[config.mk]
export PLATFORM = sky130hd
export DESIGN_NAME = bus_parity_unit
export DESIGN_NICKNAME = d
export VERILOG_FILES = /design/src/rtl/bpar_pkg.sv /design/src/rtl/bpar_gen.sv /design/src/rtl/bpar_chk.sv /design/src/rtl/bus_parity_unit.sv
export SDC_FILE = /design/constraint.sdc
export NUM_CORES = 1
export LEC_CHECK = 0
export ABC_AREA = 1
export ABC_CLOCK_PERIOD_IN_PS = 2100
export BUFFER_PORTS_ARGS = -buffer_cell sky130_fd_sc_hd__buf_4
export CORE_MARGIN = 10
export CORE_UTILIZATION = 49
export CTS_BUF_LIST = sky130_fd_sc_hd__clkbuf_16
export DETAILED_ROUTE_END_ITERATION = 7
export PLACE_DENSITY_LB_ADDON = 0.08
export SLEW_MARGIN = 20
export SYNTH_ARGS = -nofsm -noshare
export SYNTH_HDL_FRONTEND = slang
export SYNTH_SLANG_ARGS = --single-unit
[constraint.sdc]
create_clock -name clk -period 2.1 [get_ports clk]
set_input_delay 0.105 -clock clk [delete_from_list [all_inputs] [get_ports clk]]
set_output_delay 0.105 -clock clk [all_outputs]
set_load 0.02 [all_outputs]
[src/rtl/bpar_pkg.sv]
package bpar_pkg;

    localparam int unsigned DEF_LANE_W  = 32;
    localparam int unsigned DEF_LANES   = 2;
    localparam int unsigned MAX_SPAN    = 72;

    typedef enum logic [1:0] {
        PH_IDLE = 2'b00,
        PH_ADDR = 2'b01,
        PH_DATA = 2'b10
    } phase_kind_t;

    // Odd-count detector over a zero-extended lane slice.
    function automatic logic odd_ones(input logic [MAX_SPAN-1:0] v);
        return ^v;
    endfunction

endpackage

[src/rtl/bpar_gen.sv]
module bpar_gen
    import bpar_pkg::*;
#(
    parameter int unsigned LANES = DEF_LANES
) (
    input  logic             clk,
    input  logic             rst,
    input  logic             src_any,
    input  logic             wide,
    input  logic [LANES-1:0] lane_sum,
    output logic [LANES-1:0] par_out,
    output logic [LANES-1:0] par_oe
);

    logic drv_q;
    logic wide_q;

    always_ff @(posedge clk) begin
        if (rst) begin
            drv_q   <= 1'b0;
            wide_q  <= 1'b0;
            par_out <= '0;
        end else begin
            drv_q   <= src_any;
            wide_q  <= wide;
            par_out <= lane_sum;
        end
    end

    generate
        for (genvar l = 0; l < LANES; l++) begin : g_oe
            if (l == 0) begin : g_base
                assign par_oe[l] = drv_q;
            end else begin : g_upper
                assign par_oe[l] = drv_q & wide_q;
            end
        end
    endgenerate

endmodule

[src/rtl/bpar_chk.sv]
module bpar_chk
    import bpar_pkg::*;
#(
    parameter int unsigned LANES = DEF_LANES
) (
    input  logic             clk,
    input  logic             rst,
    input  logic             sample,
    input  logic             wide,
    input  logic [LANES-1:0] lane_sum,
    input  logic [LANES-1:0] par_in,
    input  logic             enable,
    output logic             err_oe
);

    logic             pend_q;
    logic             wide_q;
    logic [LANES-1:0] sum_q;
    logic [LANES-1:0] mask;
    logic [LANES-1:0] bad;

    generate
        for (genvar l = 0; l < LANES; l++) begin : g_mask
            if (l == 0) begin : g_base
                assign mask[l] = 1'b1;
            end else begin : g_upper
                assign mask[l] = wide_q;
            end
        end
    endgenerate

    assign bad = (sum_q ^ par_in) & mask;

    always_ff @(posedge clk) begin
        if (rst) begin
            pend_q <= 1'b0;
            wide_q <= 1'b0;
            sum_q  <= '0;
            err_oe <= 1'b0;
        end else begin
            pend_q <= sample;
            wide_q <= wide;
            sum_q  <= lane_sum;
            err_oe <= pend_q & enable & (|bad);
        end
    end

endmodule

[src/rtl/bus_parity_unit.sv]
module bus_parity_unit
    import bpar_pkg::*;
#(
    parameter int unsigned LANE_W = DEF_LANE_W,
    parameter int unsigned LANES  = DEF_LANES
) (
    input  logic                          clk,
    input  logic                          rst,
    input  logic [LANE_W*LANES-1:0]       ad,
    input  logic [(LANE_W/8)*LANES-1:0]   cbe,
    input  logic [LANES-1:0]              par_in,
    input  logic                          src_addr,
    input  logic                          src_data,
    input  logic                          chk_addr,
    input  logic                          chk_data,
    input  logic                          wide,
    input  logic                          perr_en,
    input  logic                          serr_en,
    output logic [LANES-1:0]              par_out,
    output logic [LANES-1:0]              par_oe,
    output logic                          perr_oe,
    output logic                          serr_oe
);

    localparam int unsigned CB_W = LANE_W / 8;
    localparam int unsigned SPAN = LANE_W + CB_W;

    logic [LANES-1:0] lane_sum;

    generate
        for (genvar l = 0; l < LANES; l++) begin : g_lane
            logic [MAX_SPAN-1:0] slice;
            assign slice = MAX_SPAN'({cbe[l*CB_W +: CB_W], ad[l*LANE_W +: LANE_W]});
            assign lane_sum[l] = odd_ones(slice);
        end
    endgenerate

    initial begin
        if (SPAN > MAX_SPAN) $error("lane span exceeds parity function width");
    end

    bpar_gen #(.LANES(LANES)) u_gen (
        .clk      (clk),
        .rst      (rst),
        .src_any  (src_addr | src_data),
        .wide     (wide),
        .lane_sum (lane_sum),
        .par_out  (par_out),
        .par_oe   (par_oe)
    );

    bpar_chk #(.LANES(LANES)) u_chk_data (
        .clk      (clk),
        .rst      (rst),
        .sample   (chk_data),
        .wide     (wide),
        .lane_sum (lane_sum),
        .par_in   (par_in),
        .enable   (perr_en),
        .err_oe   (perr_oe)
    );

    bpar_chk #(.LANES(LANES)) u_chk_addr (
        .clk      (clk),
        .rst      (rst),
        .sample   (chk_addr),
        .wide     (wide),
        .lane_sum (lane_sum),
        .par_in   (par_in),
        .enable   (serr_en),
        .err_oe   (serr_oe)
    );

    a_r2_oe_follows_source: assert property (@(posedge clk) disable iff (rst)
        par_oe[0] |-> $past(src_addr || src_data));

    a_r4_perr_after_data: assert property (@(posedge clk) disable iff (rst)
        perr_oe |-> $past(chk_data, 2));

    a_r5_serr_after_addr: assert property (@(posedge clk) disable iff (rst)
        serr_oe |-> $past(chk_addr, 2));

    a_r6_perr_masked: assert property (@(posedge clk) disable iff (rst)
        !$past(perr_en) |-> !perr_oe);

    a_r7_serr_masked: assert property (@(posedge clk) disable iff (rst)
        !$past(serr_en) |-> !serr_oe);

endmodule

==> implementation parameters <==
Parameter                              Value

Clock tree
  Post-CTS setup-driven buffer insertion count ... 0
  Max clock buf depth ... 2
  Number of gates given a new drive strength after cts ... 0
  Insertion delay to the later sink of the worst-skew pair ... approximately 0.23 ns
  CTS tree ... done
  Number of buffers created by CTS ... 3
  Clock input transition at the sequential cells of the worst setup and hold paths ... 0.04 ns
  Root buffer cell ... clkbuf_16
  CTS sink cnt ... 8
  CTS Hold Bufs ... 0
  # H-tree levels ... 1

Timing
  Endpoints failing hold ... 0
  Share of the clock period used by the worst path after layout ... 0.504
  Worst rel slew slack ... 0.798
  Slew Limit Fails ... 0
  Layout Skew ... approximately 0.00094 ns
  Measured slew at the worst slew-check pin ... around 0.30 ns
  Final critical-path required period ... about 1.1 ns
  RSZ-0062 raised after global routing ... false
  Max Freq ... about 940 MHz
  Total of endpoints with negative setup slack in the final report ... 0
  Final setup TNS ... 0 ns

Cells and area
  Final-stage net count ... 519
  Final antenna diode count ... 0
  Final Non-Filler Cells ... ~480
  Fraction of layout instances using a drive strength above 1 ... 0.219
  Finished Cell Area ... roughly 0.0024 mm²
  Area growth syn-to-layout ... 48.3%

Drt
  Post-DR wirelength/cell ... between 9 and 10 µm
  Vias ... 2062
  Avg Vias per Cell ... 4.31
  Routed WL ... approximately 4.3 mm
  Number of nets still failing antenna checks after routing ... 0
  Iteration-0 DRC count of the detailed router ... 33
  Count of TritonRoute iterations in the first routing pass ... 4
  Post-route DRC ... 0

Power
  Power share of the clock group ... 0.295
  Combinational power share ... 0.536
  Net load switching power ... 0.377 mW
  Pwr dens ... ~440 mW/mm²
  Cell internal power dissipation ... between 0.6 and 0.7 mW
  Sum of internal, switching and leakage power ... 1.07 mW
  Sw Share ... 0.354
  Leakage ... approximately 1.6 nW
  Sequential power share ... 0.170
  Maximum vdd drop ... between 0.2 and 0.25 mV

Yosys
  Avg Inst Size Synth ... about 4.7 µm²
  Ranking of synthesized cells by area ... nand2_1 50%, xnor2_1 12%, inv_1 12%
  Area share of the largest cell type after synthesis ... 0.504
  Leading area contributor after synthesis ... nand2_1
  Synth Net Count ... 427
  Synth warn ... 0
  Post-Synthesis Cell Area ... ~0.0016 mm²
  Distinct cells, synth ... 14
  Gate count of the mapped netlist ... about 340
  Share of the yosys chip area belonging to registers ... 0.0987
  Post-synthesis sequential element count ... 8

Floorplanning
  Core Area ... just over 0.003 mm²
  Chip Height ... about 78 µm
  Initial standard-cell utilization of the core ... 0.523
  Number of top-level pins ... 89
  Die X ... 77.6 µm
  Num rows ... 20
  Die area ... approximately 0.006 mm²

Global routing
  Number of antenna violations at the first check in global routing ... 0
  GRT Residual Overflow ... 0
  Vias in the first global route ... ~2000
  GRT Overall Usage ... 0.139
  First-pass GRT wire length ... 7.42 mm
  Pin count of the biggest net entering global routing ... 6

Worst setup path
  R2R Path End ... u_chk_data.err_oe$_SDFF_PP0_
  Origin of the worst setup path ... ad[49]
  Biggest fanout along the worst timing path ... 2
  Critical path arrival ... between 1 and 1.5 ns
  CP Data Required Time ... 2.22 ns
  Crit Reg-Reg Startpoint ... u_chk_addr.sum_q[1]$_SDFF_PP0_
  Reg-to-reg slack, setup ... around 1.1 ns
  Cell depth of the worst flop-to-flop path ... 3
  Critical path type ... in2reg
  Capturing element type of the critical path ... register
  Timing endpoint of the critical path ... u_chk_addr.sum_q[1]$_SDFF_PP0_
  Startpoint type of the worst setup path ... primary input

Placement
  Cell area after placement ... 0.00233 mm²
  Last weighted congestion value of the routability-driven placer ... approximately 0.8
  Port Buf Inserts ... a little under 90
  Total instance count after detailed placement ... between 400 and 500
  Post-DP HPWL ... ~4 mm

Worst hold path
  Count of cells along the worst hold path ... 2
  Worst min-delay path category ... in2reg

Run status
  Outcome ... finished, final reports clean

Run
  Max_cap viols ... 0
## metrics by stage
step,util,setup slack (ns),hold WS [ns]
2_1_floorplan,-,1.05,0.176
3_3_place_gp,0.751,0.881,0.304
3_5_place_dp,0.751,0.809,0.307
4_1_cts,0.775,1.04,0.0675
5_1_grt,0.775,0.894,0.0754
6_report,0.775,1.04,0.0669
## per-layer routing
layer / track usage / vias up / share of wire
li1: - / 1181 / -
met1: 0.135 / 832 / 0.39
met2: 0.271 / 47 / 0.54
met3: 0.0438 / 2 / 0.067
met4: 0.0438 / 0 / 0.0065
met5: 0 / - / 0
## power by group through the flow
stage / Sequential [mW] / Combinational, mW / Clock, mW
2_1_floorplan: 0.194 / 0.347 / 0
3_3_place_gp: 0.182 / 0.554 / 0
3_5_place_dp: 0.184 / 0.573 / 0
4_1_cts: 0.181 / 0.576 / 0.319
5_1_grt: 0.183 / 0.659 / 0.328
6_report: 0.181 / 0.571 / 0.314
## flip-flops by register name, indices dropped and copies added (netlist names)
register / count
u_chk_addr.wide_q: 1
u_chk_addr.sum_q: 2
u_chk_addr.pend_q: 1
u_chk_data.err_oe: 1
u_chk_data.pend_q: 1
u_gen.drv_q: 1
u_chk_addr.err_oe: 1
## final cells by class
| class | instances | area (µm²) |
|---|---|---|
| clock buffer | 3 | 75.1 |
| sequential | 8 | 160 |
| inverter | 51 | 191 |
| fill | 276 | 697 |
| tap | 44 | 55.1 |
| multi-input combinational | 284 | 1260 |
| timing repair buffer | 88 | 661 |
## logic make-up (layout without fill, tap and decap cells)
| family | count (synthesis) | after routing | synth area share |
|---|---|---|---|
| flops | 8 | 8 | 0.0987 |
| compound gates | 2 | 2 | 0.00848 |
| xor+xnor | 32 | 32 | 0.173 |
| simple gates | 250 | 250 | 0.598 |
| buf+inv | 52 | 142 | 0.123 |
## how the worst min path moves through the flow
stage	slack, ns	end	start
2_1_floorplan	0.18	u_chk_addr.pend_q$_SDFF_PP0_	rst
6_report	0.07	u_chk_addr.pend_q$_SDFF_PP0_	rst
4_1_cts	0.07	u_chk_addr.pend_q$_SDFF_PP0_	rst
3_5_place_dp	0.31	u_chk_addr.pend_q$_SDFF_PP0_	rst
5_1_grt	0.08	u_chk_addr.pend_q$_SDFF_PP0_	rst
3_3_place_gp	0.30	u_chk_addr.pend_q$_SDFF_PP0_	rst
## Yosys cell counts, drive strengths merged
cell and count:
nand2 219, inv 51, xnor2 23, nor2 16
nand3 11, xor2 9, dfxtp 8, or2 2
or2b 2, a21oi 1, a32oi 1, buf 1
## cells in the final DEF (no fill, tap or decap), drive strengths merged, types with 3 or more instances in the layout
cell / Yosys / routed
buf: 1 / 88
clkbuf: 0 / 3
dfxtp: 8 / 8
inv: 51 / 51
nand2: 219 / 219
nand3: 11 / 11
nor2: 16 / 16
xnor2: 23 / 23
xor2: 9 / 9
## worst max-delay path, cell delays in order
cell and delay (ns):
buf_4 0.11, xnor2_1 0.28, xor2_1 0.23, nand2_1 0.08, nand2_1 0.06, nand2_1 0.05, nand2_1 0.09, nand2_1 0.06
nand2_1 0.07, nor2_2 0.03
(Power assumes the default switching activity.)
